[config.mk]
export PLATFORM = sky130hd
export DESIGN_NAME = cfg_tlp_packer
export DESIGN_NICKNAME = d
export VERILOG_FILES = /design/src/rtl/cfgpk_pkg.sv /design/src/rtl/cfgpk_lane.sv /design/src/rtl/cfgpk_hdr.sv /design/src/rtl/cfgpk_seq.sv /design/src/rtl/cfgpk_root.sv /design/src/rtl/cfg_tlp_packer.sv
export SDC_FILE = /design/constraint.sdc
export NUM_CORES = 1
export LEC_CHECK = 0
export BUFFER_PORTS_ARGS = -buffer_cell sky130_fd_sc_hd__buf_2
export CAP_MARGIN = 15
export CORE_MARGIN = 2
export CORE_UTILIZATION = 56
export DETAILED_ROUTE_END_ITERATION = 7
export PLACE_DENSITY = 0.95
export RECOVER_POWER = 25
export SLEW_MARGIN = 20
export SYNTH_ARGS = -nofsm -noshare
export SYNTH_HDL_FRONTEND = slang
export SYNTH_SLANG_ARGS = --single-unit
export TNS_END_PERCENT = 100
[constraint.sdc]
create_clock -name clk -period 5.4 [get_ports clk]
set_input_delay 1.08 -clock clk [delete_from_list [all_inputs] [get_ports clk]]
set_output_delay 1.08 -clock clk [all_outputs]
set_load 0.01 [all_outputs]
[src/rtl/cfgpk_pkg.sv]
package cfgpk_pkg;
  localparam int BUS_W  = 8;
  localparam int DW_W   = 32;
  localparam int BEAT_W = 2 * DW_W;
  localparam int BE_W   = 8;

  localparam logic [7:0] FT_RD_LOCAL  = 8'h04;
  localparam logic [7:0] FT_WR_LOCAL  = 8'h44;
  localparam logic [7:0] FT_RD_ROUTED = 8'h05;
  localparam logic [7:0] FT_WR_ROUTED = 8'h45;
  localparam logic [7:0] TAG_RD       = 8'h1D;
  localparam logic [7:0] TAG_WR       = 8'h10;
  localparam logic [23:0] LEN_FIELD   = 24'h000001;

  localparam logic [1:0] SZ_BYTE = 2'd0;
  localparam logic [1:0] SZ_HALF = 2'd1;

  typedef enum logic [1:0] {
    ST_IDLE = 2'd0,
    ST_HDR  = 2'd1,
    ST_MID  = 2'd2,
    ST_DATA = 2'd3
  } seq_st_e;

  typedef struct packed {
    logic [DW_W-1:0] dw0;
    logic [DW_W-1:0] dw1;
    logic [DW_W-1:0] dw2;
    logic [DW_W-1:0] pay;
    logic            three;
  } pkt_t;
endpackage

[src/rtl/cfgpk_lane.sv]
module cfgpk_lane
  import cfgpk_pkg::*;
(
  input  logic [1:0]      size,
  input  logic [1:0]      ofs_lo,
  input  logic [DW_W-1:0] wdata,
  output logic [BE_W-1:0] be,
  output logic [DW_W-1:0] lane_data
);
  logic [4:0]      shamt;
  logic [BE_W-1:0] be_base;
  logic [DW_W-1:0] d_base;

  assign shamt = {ofs_lo, 3'b000};

  always_comb begin
    be_base = 8'h0F;
    d_base  = wdata;
    if (size == SZ_BYTE) begin
      be_base = 8'h01;
      d_base  = {24'h0, wdata[7:0]};
    end else if (size == SZ_HALF) begin
      be_base = 8'h03;
      d_base  = {16'h0, wdata[15:0]};
    end
  end

  always_comb begin
    if (size == SZ_BYTE || size == SZ_HALF) begin
      be        = be_base << ofs_lo;
      lane_data = d_base << shamt;
    end else begin
      be        = be_base;
      lane_data = d_base;
    end
  end
endmodule

[src/rtl/cfgpk_hdr.sv]
module cfgpk_hdr
  import cfgpk_pkg::*;
#(
  parameter int OFS_W = 12
) (
  input  logic             write,
  input  logic [BUS_W-1:0] bus,
  input  logic [7:0]       devfn,
  input  logic [OFS_W-1:2] ofs_hi,
  input  logic [BE_W-1:0]  be,
  input  logic [DW_W-1:0]  lane_data,
  input  logic [BUS_W-1:0] root,
  output pkt_t             pkt
);
  logic       routed;
  logic [7:0] ftype;
  logic [7:0] tag;
  logic [15:0] ofs16;

  assign routed = (bus != root);

  always_comb begin
    case ({write, routed})
      2'b00:   ftype = FT_RD_LOCAL;
      2'b01:   ftype = FT_RD_ROUTED;
      2'b10:   ftype = FT_WR_LOCAL;
      default: ftype = FT_WR_ROUTED;
    endcase
    tag = write ? TAG_WR : TAG_RD;
  end

  always_comb begin
    ofs16 = '0;
    ofs16[OFS_W-1:2] = ofs_hi;
  end

  always_comb begin
    pkt.dw0   = {ftype, LEN_FIELD};
    pkt.dw1   = {root, 8'h00, tag, be};
    pkt.dw2   = {bus, devfn, ofs16};
    pkt.pay   = write ? lane_data : '0;
    pkt.three = write & ~ofs_hi[2];
  end
endmodule

[src/rtl/cfgpk_seq.sv]
module cfgpk_seq
  import cfgpk_pkg::*;
(
  input  logic              clk,
  input  logic              rst_n,
  input  logic              load,
  input  pkt_t              pkt_in,
  input  logic              beat_ready,
  output logic              busy,
  output logic              beat_valid,
  output logic [BEAT_W-1:0] beat_data,
  output logic              beat_sop,
  output logic              beat_eop
);
  seq_st_e st_q, st_d;
  pkt_t    pkt_q;

  always_comb begin
    st_d = st_q;
    case (st_q)
      ST_IDLE: if (load)       st_d = ST_HDR;
      ST_HDR:  if (beat_ready) st_d = ST_MID;
      ST_MID:  if (beat_ready) st_d = pkt_q.three ? ST_DATA : ST_IDLE;
      ST_DATA: if (beat_ready) st_d = ST_IDLE;
      default: st_d = ST_IDLE;
    endcase
  end

  always_ff @(posedge clk or negedge rst_n) begin
    if (!rst_n) st_q <= ST_IDLE;
    else        st_q <= st_d;
  end

  always_ff @(posedge clk) begin
    if (load) pkt_q <= pkt_in;
  end

  always_comb begin
    beat_data = '0;
    beat_sop  = 1'b0;
    beat_eop  = 1'b0;
    case (st_q)
      ST_HDR: begin
        beat_data = {pkt_q.dw1, pkt_q.dw0};
        beat_sop  = 1'b1;
      end
      ST_MID: begin
        beat_data = pkt_q.three ? {{DW_W{1'b0}}, pkt_q.dw2} : {pkt_q.pay, pkt_q.dw2};
        beat_eop  = ~pkt_q.three;
      end
      ST_DATA: begin
        beat_data = {{DW_W{1'b0}}, pkt_q.pay};
        beat_eop  = 1'b1;
      end
      default: ;
    endcase
  end

  assign beat_valid = (st_q != ST_IDLE);
  assign busy       = (st_q != ST_IDLE);
endmodule

[src/rtl/cfgpk_root.sv]
module cfgpk_root
  import cfgpk_pkg::*;
#(
  parameter int              OFS_W       = 12,
  parameter logic [BUS_W-1:0] ROOT_RST   = '0,
  parameter int              PRIMARY_OFS = 'h18
) (
  input  logic             clk,
  input  logic             rst_n,
  input  logic             accept,
  input  logic             write,
  input  logic [BUS_W-1:0] bus,
  input  logic [OFS_W-1:2] ofs_hi,
  input  logic [7:0]       lane_lo,
  input  logic             cpl_valid,
  input  logic             cpl_ok,
  output logic [BUS_W-1:0] root
);
  localparam int HI_W = OFS_W - 2;
  localparam logic [HI_W-1:0] PRIM_HI = HI_W'(PRIMARY_OFS >> 2);

  logic             pend_q, pend_d;
  logic [7:0]       val_q, val_d;
  logic [BUS_W-1:0] root_q, root_d;
  logic             hit;
  logic             val_en;

  assign hit = accept & write & (bus == root_q) & (ofs_hi == PRIM_HI);

  always_comb begin
    pend_d = pend_q;
    root_d = root_q;
    val_d  = lane_lo;
    val_en = accept;
    if (cpl_valid) begin
      if (pend_q && cpl_ok) root_d = val_q;
      pend_d = 1'b0;
    end
    if (accept) pend_d = hit;
  end

  always_ff @(posedge clk or negedge rst_n) begin
    if (!rst_n) begin
      pend_q <= 1'b0;
      root_q <= ROOT_RST;
    end else begin
      pend_q <= pend_d;
      root_q <= root_d;
    end
  end

  always_ff @(posedge clk) begin
    if (val_en) val_q <= val_d;
  end

  assign root = root_q;
endmodule

[src/rtl/cfg_tlp_packer.sv]
module cfg_tlp_packer
  import cfgpk_pkg::*;
#(
  parameter int              OFS_W       = 12,
  parameter logic [7:0]      ROOT_RST    = 8'h00,
  parameter int              PRIMARY_OFS = 'h18
) (
  input  logic              clk,
  input  logic              rst_n,
  input  logic              req_valid,
  output logic              req_ready,
  input  logic              req_write,
  input  logic [7:0]        req_bus,
  input  logic [7:0]        req_devfn,
  input  logic [OFS_W-1:0]  req_ofs,
  input  logic [1:0]        req_size,
  input  logic [31:0]       req_wdata,
  input  logic              cpl_valid,
  input  logic              cpl_ok,
  output logic              beat_valid,
  input  logic              beat_ready,
  output logic [63:0]       beat_data,
  output logic              beat_sop,
  output logic              beat_eop
);
  logic [BE_W-1:0]  be;
  logic [DW_W-1:0]  lane_data;
  logic [BUS_W-1:0] root;
  pkt_t             pkt;
  logic             busy;
  logic             accept;

  assign req_ready = ~busy;
  assign accept    = req_valid & ~busy;

  cfgpk_lane u_lane (
    .size      (req_size),
    .ofs_lo    (req_ofs[1:0]),
    .wdata     (req_wdata),
    .be        (be),
    .lane_data (lane_data)
  );

  cfgpk_hdr #(.OFS_W(OFS_W)) u_hdr (
    .write     (req_write),
    .bus       (req_bus),
    .devfn     (req_devfn),
    .ofs_hi    (req_ofs[OFS_W-1:2]),
    .be        (be),
    .lane_data (lane_data),
    .root      (root),
    .pkt       (pkt)
  );

  cfgpk_seq u_seq (
    .clk        (clk),
    .rst_n      (rst_n),
    .load       (accept),
    .pkt_in     (pkt),
    .beat_ready (beat_ready),
    .busy       (busy),
    .beat_valid (beat_valid),
    .beat_data  (beat_data),
    .beat_sop   (beat_sop),
    .beat_eop   (beat_eop)
  );

  cfgpk_root #(
    .OFS_W       (OFS_W),
    .ROOT_RST    (ROOT_RST),
    .PRIMARY_OFS (PRIMARY_OFS)
  ) u_root (
    .clk       (clk),
    .rst_n     (rst_n),
    .accept    (accept),
    .write     (req_write),
    .bus       (req_bus),
    .ofs_hi    (req_ofs[OFS_W-1:2]),
    .lane_lo   (lane_data[7:0]),
    .cpl_valid (cpl_valid),
    .cpl_ok    (cpl_ok),
    .root      (root)
  );
endmodule

==> results.tsv, run 1 <==
metric	value	unit
starting_density	57.1	%
detail_route.wirelength	11500	um
cts_max_path_buffers	2	
cts-buffers-inserted	9	
synth-seq-area-share	61.2	%
reg2regPathDepth	5	
mappedNetlistArea	0.00462	mm2
postRouteAntennaNets	0	
tritoncts_clock_tree	done	
hold_path_depth	1	
cts_resized	0	
critical_path_buffers_and_inverters	3	
cts_htree_levels	3	
floorplan.die.width	94.8	um
number_of_maximum_capacitance_constraint_violations	2	
critPathRequiredTime	4.32	ns
slowest_stage	sky130_fd_sc_hd__clkbuf_1	
synthTopCellsByCount	sky130_fd_sc_hd__edfxtp_1 (85), sky130_fd_sc_hd__nor2_1 (29), sky130_fd_sc_hd__nor2b_1 (27), sky130_fd_sc_hd__mux2i_1 (23), sky130_fd_sc_hd__and2_1 (22)	
globalRouteTotalUtil	25.3	%
netlist-cell-type-count	40	
firstDrtPassIters	5	
synth-main-ff-cell	sky130_fd_sc_hd__edfxtp_1	
failing_checks	capacitance limit, slew limit	
total_inserted_antenna_cells	0	
timing.critical_path.cells	clkbuf_1 > nor2b_1 > buf_4 > a22o_1 > buf_2	
run_status	finished, violations left	
grt.busiest_layer	met2	
path_max_fanout	26	
clock_latency	0.36	ns
report.final.slew_viol_count	72	
die_y	94.8	um
asyncSetResetFlopFracSynth	11.5	%
synth-edff-count	85	
hp-class	reg2reg	
final_cells	598	
timing.critical_path.slowest_cell_delay	1.29	ns
cp_top_family	buffers and inverters	
rsz_0062_raised_after_global_routing	false	
r2r_setup_slack	1.80	ns
synthToLayoutAreaGrowth	20.2	%
final.setup.tns	0	ns
synth.area.top_cells	sky130_fd_sc_hd__edfxtp_1 (55%), sky130_fd_sc_hd__dfrtp_1 (6.0%), sky130_fd_sc_hd__mux2i_1 (5.0%)	
buffer_ports.inserted	136	
grt_antenna_before_repair	0	
worst_reg2reg_path_startpoint	u_seq.st_q[0]$_DFFE_PN0P_	
grt_pass1_vias	3340	
power.density	441	mW/mm2
core_area	0.00809	mm2
crit_path_end	beat_data[32]	
slew-limit-headroom	-15.2	%
timing.critical_path.arrival	3.37	ns
hold_violations_final	0	
dp_hpwl	8060	um
layout_min_cycle_time	4.45	ns
fp-row-count	33	
vias_per_cell	5.89	
numPlacedInstances	582	
clkSlewWorstSetupHoldPaths	0.09	ns
leakagePower	2.41	nW
critPathCaptureType	output port	
cts_hold_repair.buffers	0	
final_weighted_congestion_of_routability_driven_global_placement	0.890	
worst_clock_skew	0.00943	ns
yosys.area.top_type_share	55.3	%
met2_usage	41.4	%
rr_endpoint	u_seq.pkt_q[58]$_DFFE_PP_	
syn_inst	363	
postCtsSetupBuffers	0	
postSynthRegisterBits	96	
synth.most_common_cell	sky130_fd_sc_hd__edfxtp_1	
drt_iter0_markers	329	
vias	3521	
synth_area_per_cell	12.7	um2
largest_net_degree_at_the_start_of_global_routing	50	
total_congestion_overflow_after_global_routing	0	
instance_count_on_the_critical_path	5	
layout.nets	557	
worst_slew_pin_slew	1.73	ns
grt_first_pass_wirelength	16700	um
min_period_over_period	82.4	%
timing_worst_setup_path_type	reg2out	
start_kind	flip-flop	
groute.layer.met1.usage	32.8	%
synth_warnings	0	
cts_root_buf	sky130_fd_sc_hd__clkbuf_8	
route.detailed.drc	0	
setup_violations	0	
grt.met3_usage	4.07	%
die_area	0.00899	mm2
crit_path_start	u_seq.st_q[0]$_DFFE_PN0P_	
boundaryPins	137	
post_route_cells_drive_above_1_share	30.4	%
cell_taking_the_most_area_after_synthesis	sky130_fd_sc_hd__edfxtp_1	
cts_sinks	96	
wl_per_cell	19.3	um
irDropWorstVdd	0.176	mV
clock.fmax	225	MHz
-- placed cells by master (no fill, tap or decap), types with 8 or more instances in the layout --
cell type,netlist,layout
sky130_fd_sc_hd__mux2_2,10,10
sky130_fd_sc_hd__nor2_1,29,29
sky130_fd_sc_hd__clkbuf_1,14,19
sky130_fd_sc_hd__mux2i_1,23,23
sky130_fd_sc_hd__clkbuf_8,0,9
sky130_fd_sc_hd__a221oi_1,8,8
sky130_fd_sc_hd__nand2_1,14,14
sky130_fd_sc_hd__buf_2,11,118
sky130_fd_sc_hd__edfxtp_1,85,85
sky130_fd_sc_hd__xor2_1,8,8
sky130_fd_sc_hd__nor3b_1,8,8
sky130_fd_sc_hd__a22o_1,21,21
sky130_fd_sc_hd__and2_1,22,22
sky130_fd_sc_hd__nor2b_1,27,27
sky130_fd_sc_hd__a22oi_1,9,9
sky130_fd_sc_hd__dfrtp_1,11,10
sky130_fd_sc_hd__and3_1,13,13
-- worst reg2reg max path, cell delays in order (launching register included) --
cell                       delay, ns
sky130_fd_sc_hd__dfrtp_2        0.56
sky130_fd_sc_hd__clkbuf_1       1.29
sky130_fd_sc_hd__nor2_2         0.13
sky130_fd_sc_hd__nand2_1        0.20
sky130_fd_sc_hd__clkinv_2       0.51
sky130_fd_sc_hd__buf_4          0.58
-- final cells by class --
| type | count | area [um2] |
|---|---|---|
| sequential | 96 | 2830 |
| fill | 577 | 2540 |
| multi-input combinational | 234 | 1640 |
| timing repair buffer | 140 | 684 |
| tap | 105 | 131 |
| clock buffer | 9 | 124 |
| clock inverter | 7 | 116 |
| inverter | 7 | 27.5 |
-- metrics by stage --
step / cell area [um2] / power [mW] / util, % / setup WS (ns) / hold WS [ns]
finish: 5550 / 2.45 / 68.6 / 0.951 / 0.481
global route: 5550 / 2.55 / 68.6 / 0.825 / 0.505
CTS: 5580 / 2.45 / 69.0 / 1.66 / 0.486
detailed placement: 5340 / 1.90 / 66.0 / 2.16 / 0.467
global placement: 5340 / 1.86 / 66.0 / 2.30 / 0.462
floorplan: 4620 / 1.59 / - / 2.16 / 0.455
-- power breakdown --
part / switching (mW) / internal [mW]
registers: 0.0697 / 0.971
clock network: 0.246 / 0.308
logic: 0.492 / 0.361
-- routing by layer --
layer  part of all wire [%]  up-vias
met5                      0        -
met4                    2.9        0
met3                    8.6       30
met2                     50      204
met1                     38     1695
li1                       -     1592
-- kinds of logic after synthesis --
kind of cell	share of synthesized area, %
DFF	61.2
muxes	7.43
and+or+nand+nor	15.0
xor gates and xnor gates	1.52
other	0.0812
AOI/OAI and AO/OA	11.5
buffers and inverters	3.22
-- flip-flops by register name (all words and copies together) (netlist names) --
register       cells
u_root.val_q       8
u_root.root        8
u_root.pend_q      1
u_seq.st_q         2
u_seq.pkt_q       77
-- worst min path at each step --
stage,from,to,slack (ns)
after CTS,u_root.val_q[5]$_DFFE_PP_,u_root.root[5]$_DFFE_PN0P_,0.49
after global routing,u_root.val_q[5]$_DFFE_PP_,u_root.root[5]$_DFFE_PN0P_,0.50
after floorplan,u_root.val_q[0]$_DFFE_PP_,u_root.root[0]$_DFFE_PN0P_,0.46
final,u_root.val_q[5]$_DFFE_PP_,u_root.root[5]$_DFFE_PN0P_,0.48
after detailed placement,u_root.val_q[5]$_DFFE_PP_,u_root.root[5]$_DFFE_PN0P_,0.47
after global placement,u_root.val_q[4]$_DFFE_PP_,u_root.root[4]$_DFFE_PN0P_,0.46
Note: power is estimated with default switching activity, not from simulation.
==> run 2, diff against run 1 <==
Settings changed: CORE_UTILIZATION 56 to 52, PLACE_DENSITY 0.95 to 0.9.
Clock period 5.4 ns to 4.4 ns, I/O delays scaled along.
==> results.tsv, run 2 (same netlist as run 1, synthesis figures left out) <==
metric	value	unit
clock_latency	0.37	ns
clkSlewWorstSetupHoldPaths	0.11	ns
timing.critical_path.slowest_cell_delay	1.11	ns
dp_hpwl	7740	um
rr_endpoint	u_seq.pkt_q[30]$_SDFFCE_PN0P_	
grt_first_pass_wirelength	16800	um
reg2regPathDepth	5	
cp_top_family	buffers and inverters	
postCtsSetupBuffers	0	
critPathRequiredTime	3.52	ns
worst_slew_pin_slew	1.79	ns
rsz_0062_raised_after_global_routing	false	
buffer_ports.inserted	136	
start_kind	flip-flop	
r2r_setup_slack	0.95	ns
wl_per_cell	18.2	um
hp-class	in2async	
layout.nets	557	
run_status	finished, violations left	
layout_min_cycle_time	3.50	ns
post_route_standard_cell_area_excluding_fillers	0.00551	mm2
report.final.slew_viol_count	85	
cts_sinks	96	
cts_hold_repair.buffers	0	
path_max_fanout	39	
floorplan.die.width	98.2	um
tritoncts_clock_tree	done	
largest_net_degree_at_the_start_of_global_routing	50	
boundaryPins	137	
number_of_maximum_capacitance_constraint_violations	2	
pwr-share-clk	19.2	%
failing_checks	capacitance limit, slew limit	
cts_resized	0	
grt.met3_usage	4.29	%
vias	3441	
route.detailed.drc	0	
die_y	98.2	um
worst_reg2reg_path_startpoint	u_seq.st_q[1]$_DFFE_PN0P_	
slowest_stage	sky130_fd_sc_hd__clkbuf_1	
timing.critical_path.arrival	2.62	ns
cts_root_buf	sky130_fd_sc_hd__clkbuf_8	
total_congestion_overflow_after_global_routing	0	
vias_per_cell	5.73	
p_int	1.85	mW
grt.busiest_layer	met2	
grt_antenna_before_repair	0	
final_weighted_congestion_of_routability_driven_global_placement	0.895	
fp-row-count	34	
power.density	516	mW/mm2
core_area	0.00868	mm2
die_area	0.00965	mm2
starting_density	53.2	%
worst_clock_skew	0.0129	ns
timing.critical_path.cells	clkbuf_1 > nor2b_1 > buf_4 > a22o_1 > buf_2	
grt_pass1_vias	3213	
timing_worst_setup_path_type	reg2out	
slew-limit-headroom	-19.1	%
clock.fmax	286	MHz
synthToLayoutAreaGrowth	19.2	%
cts-buffers-inserted	9	
met2_usage	35.5	%
drt_iter0_markers	291	
max_flop_register	u_seq.pkt_q	
cts_max_path_buffers	2	
min_period_over_period	79.5	%
mostFrequentLayoutCell	sky130_fd_sc_hd__buf_2	
irDropWorstVdd	0.237	mV
postRouteAntennaNets	0	
layout.cells.most_common_list	sky130_fd_sc_hd__buf_2 (119), sky130_fd_sc_hd__edfxtp_1 (85), sky130_fd_sc_hd__nor2_1 (30), sky130_fd_sc_hd__nor2b_1 (27), sky130_fd_sc_hd__mux2i_1 (23)	
cts_htree_levels	3	
dpl_cell_area	0.00535	mm2
final.setup.tns	0	ns
critical_path_buffers_and_inverters	3	
p_sw_share	35.1	%
total_inserted_antenna_cells	0	
hold_violations_final	0	
netSwitchingPower	0.996	mW
firstDrtPassIters	5	
final_critical_path_setup_slack	0.903	ns
detail_route.wirelength	11000	um
worst_slack_placed	1.71	ns
globalRouteTotalUtil	22.5	%
seq_power_share	44.2	%
largest_register_ffs	77	
groute.layer.met1.usage	31.2	%
comb_power_share	36.6	%
post_route_cells_drive_above_1_share	30.6	%
leakagePower	2.38	nW
critPathCaptureType	output port	
setup_violations	0	
run 2: cell type report:
class / instances / area [um2]
Clock buffer: 9 / 124
Sequential cell: 96 / 2830
Inverter: 7 / 27.5
Timing Repair Buffer: 140 / 686
Multi-Input combinational cell: 234 / 1640
Fill cell: 729 / 3170
Clock inverter: 7 / 62.6
Tap cell: 108 / 135
run 2: how the worst max path moves through the flow:
| stage | start | to | cells after the start |
|---|---|---|---|
| after floorplan | req_valid | u_root.val_q[0]$_DFFE_PP_ | 2 |
| after global placement | u_seq.st_q[0]$_DFFE_PN0P_ | beat_data[60] | 4 |
| after CTS | u_seq.st_q[0]$_DFFE_PN0P_ | beat_data[33] | 4 |
| after detailed placement | req_valid | u_seq.pkt_q[30]$_SDFFCE_PN0P_ | 4 |
| final | u_seq.st_q[1]$_DFFE_PN0P_ | beat_data[60] | 5 |
| after global routing | u_seq.st_q[1]$_DFFE_PN0P_ | u_seq.pkt_q[91]$_DFFE_PP_ | 5 |
run 2: per-stage QoR:
stage	hold slack, ns	std cells	utilization, %	power [mW]
after floorplan	0.455	364	-	1.95
after global placement	0.459	585	61.6	2.30
after detailed placement	0.471	585	61.6	2.33
after CTS	0.350	601	63.8	2.87
after global routing	0.512	601	63.4	2.98
final	0.479	601	63.4	2.84
run 2: power groups by stage:
| stage | clock network [mW] | registers (mW) | logic [mW] |
|---|---|---|---|
| detailed placement | 0 | 1.27 | 1.05 |
| CTS | 0.558 | 1.25 | 1.05 |
| floorplan | 0 | 1.26 | 0.695 |
| global route | 0.592 | 1.27 | 1.13 |
| global placement | 0 | 1.27 | 1.03 |
| finish | 0.545 | 1.26 | 1.04 |
run 2: routing by layer:
metal | up-vias | routed length [um] | part of all wire, %
met1 | 1650 | 4620 | 42
li1 | 1596 | - | -
met3 | 23 | 826 | 7.5
met2 | 172 | 5280 | 48
met5 | - | 0 | 0
met4 | 0 | 235 | 2.1
==> run 3, diff against run 2 <==
Settings changed: CORE_UTILIZATION 52 to 47, PLACE_DENSITY 0.9 to 0.87.
Clock period 4.4 ns to 2.8 ns, I/O delays scaled along.
==> results.tsv, run 3 (same netlist as run 1, synthesis figures left out) <==
metric	value	unit
run_status	complete, no violations	
cts_resized	0	
cts_hold_repair.buffers	0	
largest_register_ffs	77	
vias_per_cell	5.50	
detail_route.wirelength	11700	um
core_area	0.00964	mm2
cts-buffers-inserted	9	
final_critical_path_setup_slack	0.259	ns
rsz_0062_raised_after_global_routing	false	
hold_violations_final	0	
tritoncts_clock_tree	done	
critPathCaptureType	output port	
firstDrtPassIters	4	
vias	3476	
clock_latency	0.36	ns
clkSlewWorstSetupHoldPaths	0.10	ns
leakagePower	2.43	nW
numPlacedInstances	616	
total_inserted_antenna_cells	0	
buffer_ports.inserted	136	
worst_reg2reg_path_startpoint	u_seq.st_q[0]$_DFFE_PN0P_	
filler_cell_count	822	
layout_min_cycle_time	2.54	ns
hp-class	in2async	
drt_iter0_markers	176	
slew-limit-headroom	33.8	%
die_area	0.0106	mm2
layout.cells.most_common_list	sky130_fd_sc_hd__buf_2 (119), sky130_fd_sc_hd__edfxtp_1 (85), sky130_fd_sc_hd__nor2_1 (29), sky130_fd_sc_hd__nor2b_1 (27), sky130_fd_sc_hd__mux2i_1 (23)	
critPathRequiredTime	2.24	ns
worst_slack_placed	0.565	ns
worst_clock_skew	0.00797	ns
dp_hpwl	8440	um
mostFrequentLayoutCell	sky130_fd_sc_hd__buf_2	
max_flop_register	u_seq.pkt_q	
grt_first_pass_wirelength	17600	um
final_weighted_congestion_of_routability_driven_global_placement	0.915	
globalRouteTotalUtil	22.1	%
wl_per_cell	18.5	um
route.detailed.drc	0	
min_period_over_period	90.8	%
post_route_cells_drive_above_1_share	31.7	%
cts_max_path_buffers	2	
power.density	826	mW/mm2
die_y	103	um
crit_path_start	u_seq.st_q[0]$_DFFE_PN0P_	
timing.critical_path.arrival	1.98	ns
number_of_maximum_capacitance_constraint_violations	0	
floorplan.die.width	103	um
path_max_fanout	38	
timing_worst_setup_path_type	reg2out	
postCtsSetupBuffers	0	
layout.nets	563	
grt_pass1_vias	3424	
cts_sinks	96	
synthToLayoutAreaGrowth	22.1	%
boundaryPins	137	
largest_net_degree_at_the_start_of_global_routing	45	
final_cells	632	
postRouteAntennaNets	0	
fp-row-count	36	
total_congestion_overflow_after_global_routing	0	
final.setup.tns	0	ns
starting_density	47.9	%
setup_violations	0	
start_kind	flip-flop	
cts_root_buf	sky130_fd_sc_hd__clkbuf_8	
cts_htree_levels	3	
irDropWorstVdd	0.380	mV
report.final.slew_viol_count	0	
clock.fmax	394	MHz
worst_slew_pin_slew	0.986	ns
grt_antenna_before_repair	0	
## run 3: final cells by class
| cell class | instances | area, um2 | area share (%) |
|---|---|---|---|
| Clock buffer | 11 | 131 | 2.33 |
| Sequential cell | 96 | 2830 | 50.2 |
| Inverter | 7 | 27.5 | 0.488 |
| Tap cell | 133 | 166 | 2.95 |
| Clock inverter | 5 | 65.1 | 1.15 |
| Multi-Input combinational cell | 234 | 1640 | 29.2 |
| Timing Repair Buffer | 146 | 772 | 13.7 |
## run 3: report_power, final
| group | leakage, nW | total, mW | internal [mW] | switching, mW |
|---|---|---|---|---|
| registers | 0.942 | 1.96 | 1.87 | 0.0973 |
| logic | 1.39 | 1.77 | 0.755 | 1.01 |
| clock network | 0.0985 | 0.921 | 0.424 | 0.497 |
| total | 2.43 | 4.65 | 3.05 | 1.61 |
## run 3: through the flow
| stage | power, mW | hold slack [ns] | utilization [%] | instance area [um2] |
|---|---|---|---|---|
| after detailed placement | 3.78 | 0.437 | 56.6 | 5460 |
| after floorplan | 3.07 | 0.264 | - | 4620 |
| after CTS | 4.68 | 0.0401 | 58.7 | 5660 |
| final | 4.65 | 0.158 | 58.5 | 5640 |
| after global routing | 4.88 | 0.187 | 58.5 | 5640 |
| after global placement | 3.72 | 0.433 | 56.6 | 5460 |
## run 3: final timing paths
kind,endpoint,slack (ns),cells after the start
min in group clk,u_seq.pkt_q[53]$_DFFE_PP_,0.36,1
min reg2reg,u_root.root[7]$_DFFE_PN0P_,0.48,1
max reg2reg,u_seq.pkt_q[37]$_DFFE_PP_,0.72,5
max,beat_data[40],0.26,5
max in group asynchronous,u_seq.st_q[0]$_DFFE_PN0P_,2.22,1
min,u_root.root[5]$_DFFE_PN0P_,0.16,1
## run 3: worst max-delay path: stages, from the launching register on
cell,delay [ns]
sky130_fd_sc_hd__dfrtp_2,0.36
sky130_fd_sc_hd__buf_4,0.47
sky130_fd_sc_hd__nor2b_1,0.25
sky130_fd_sc_hd__buf_4,0.22
sky130_fd_sc_hd__a22o_1,0.17
sky130_fd_sc_hd__buf_2,0.13
## run 3: routing by layer
layer  vias to the layer above  wire (um)  global-route usage, %
li1                       1612          -                      -
met3                        25       1030                   4.68
met4                         0        330                   10.4
met2                       177       5490                   34.7
met5                         -          0                      0
met1                      1662       4820                   29.4
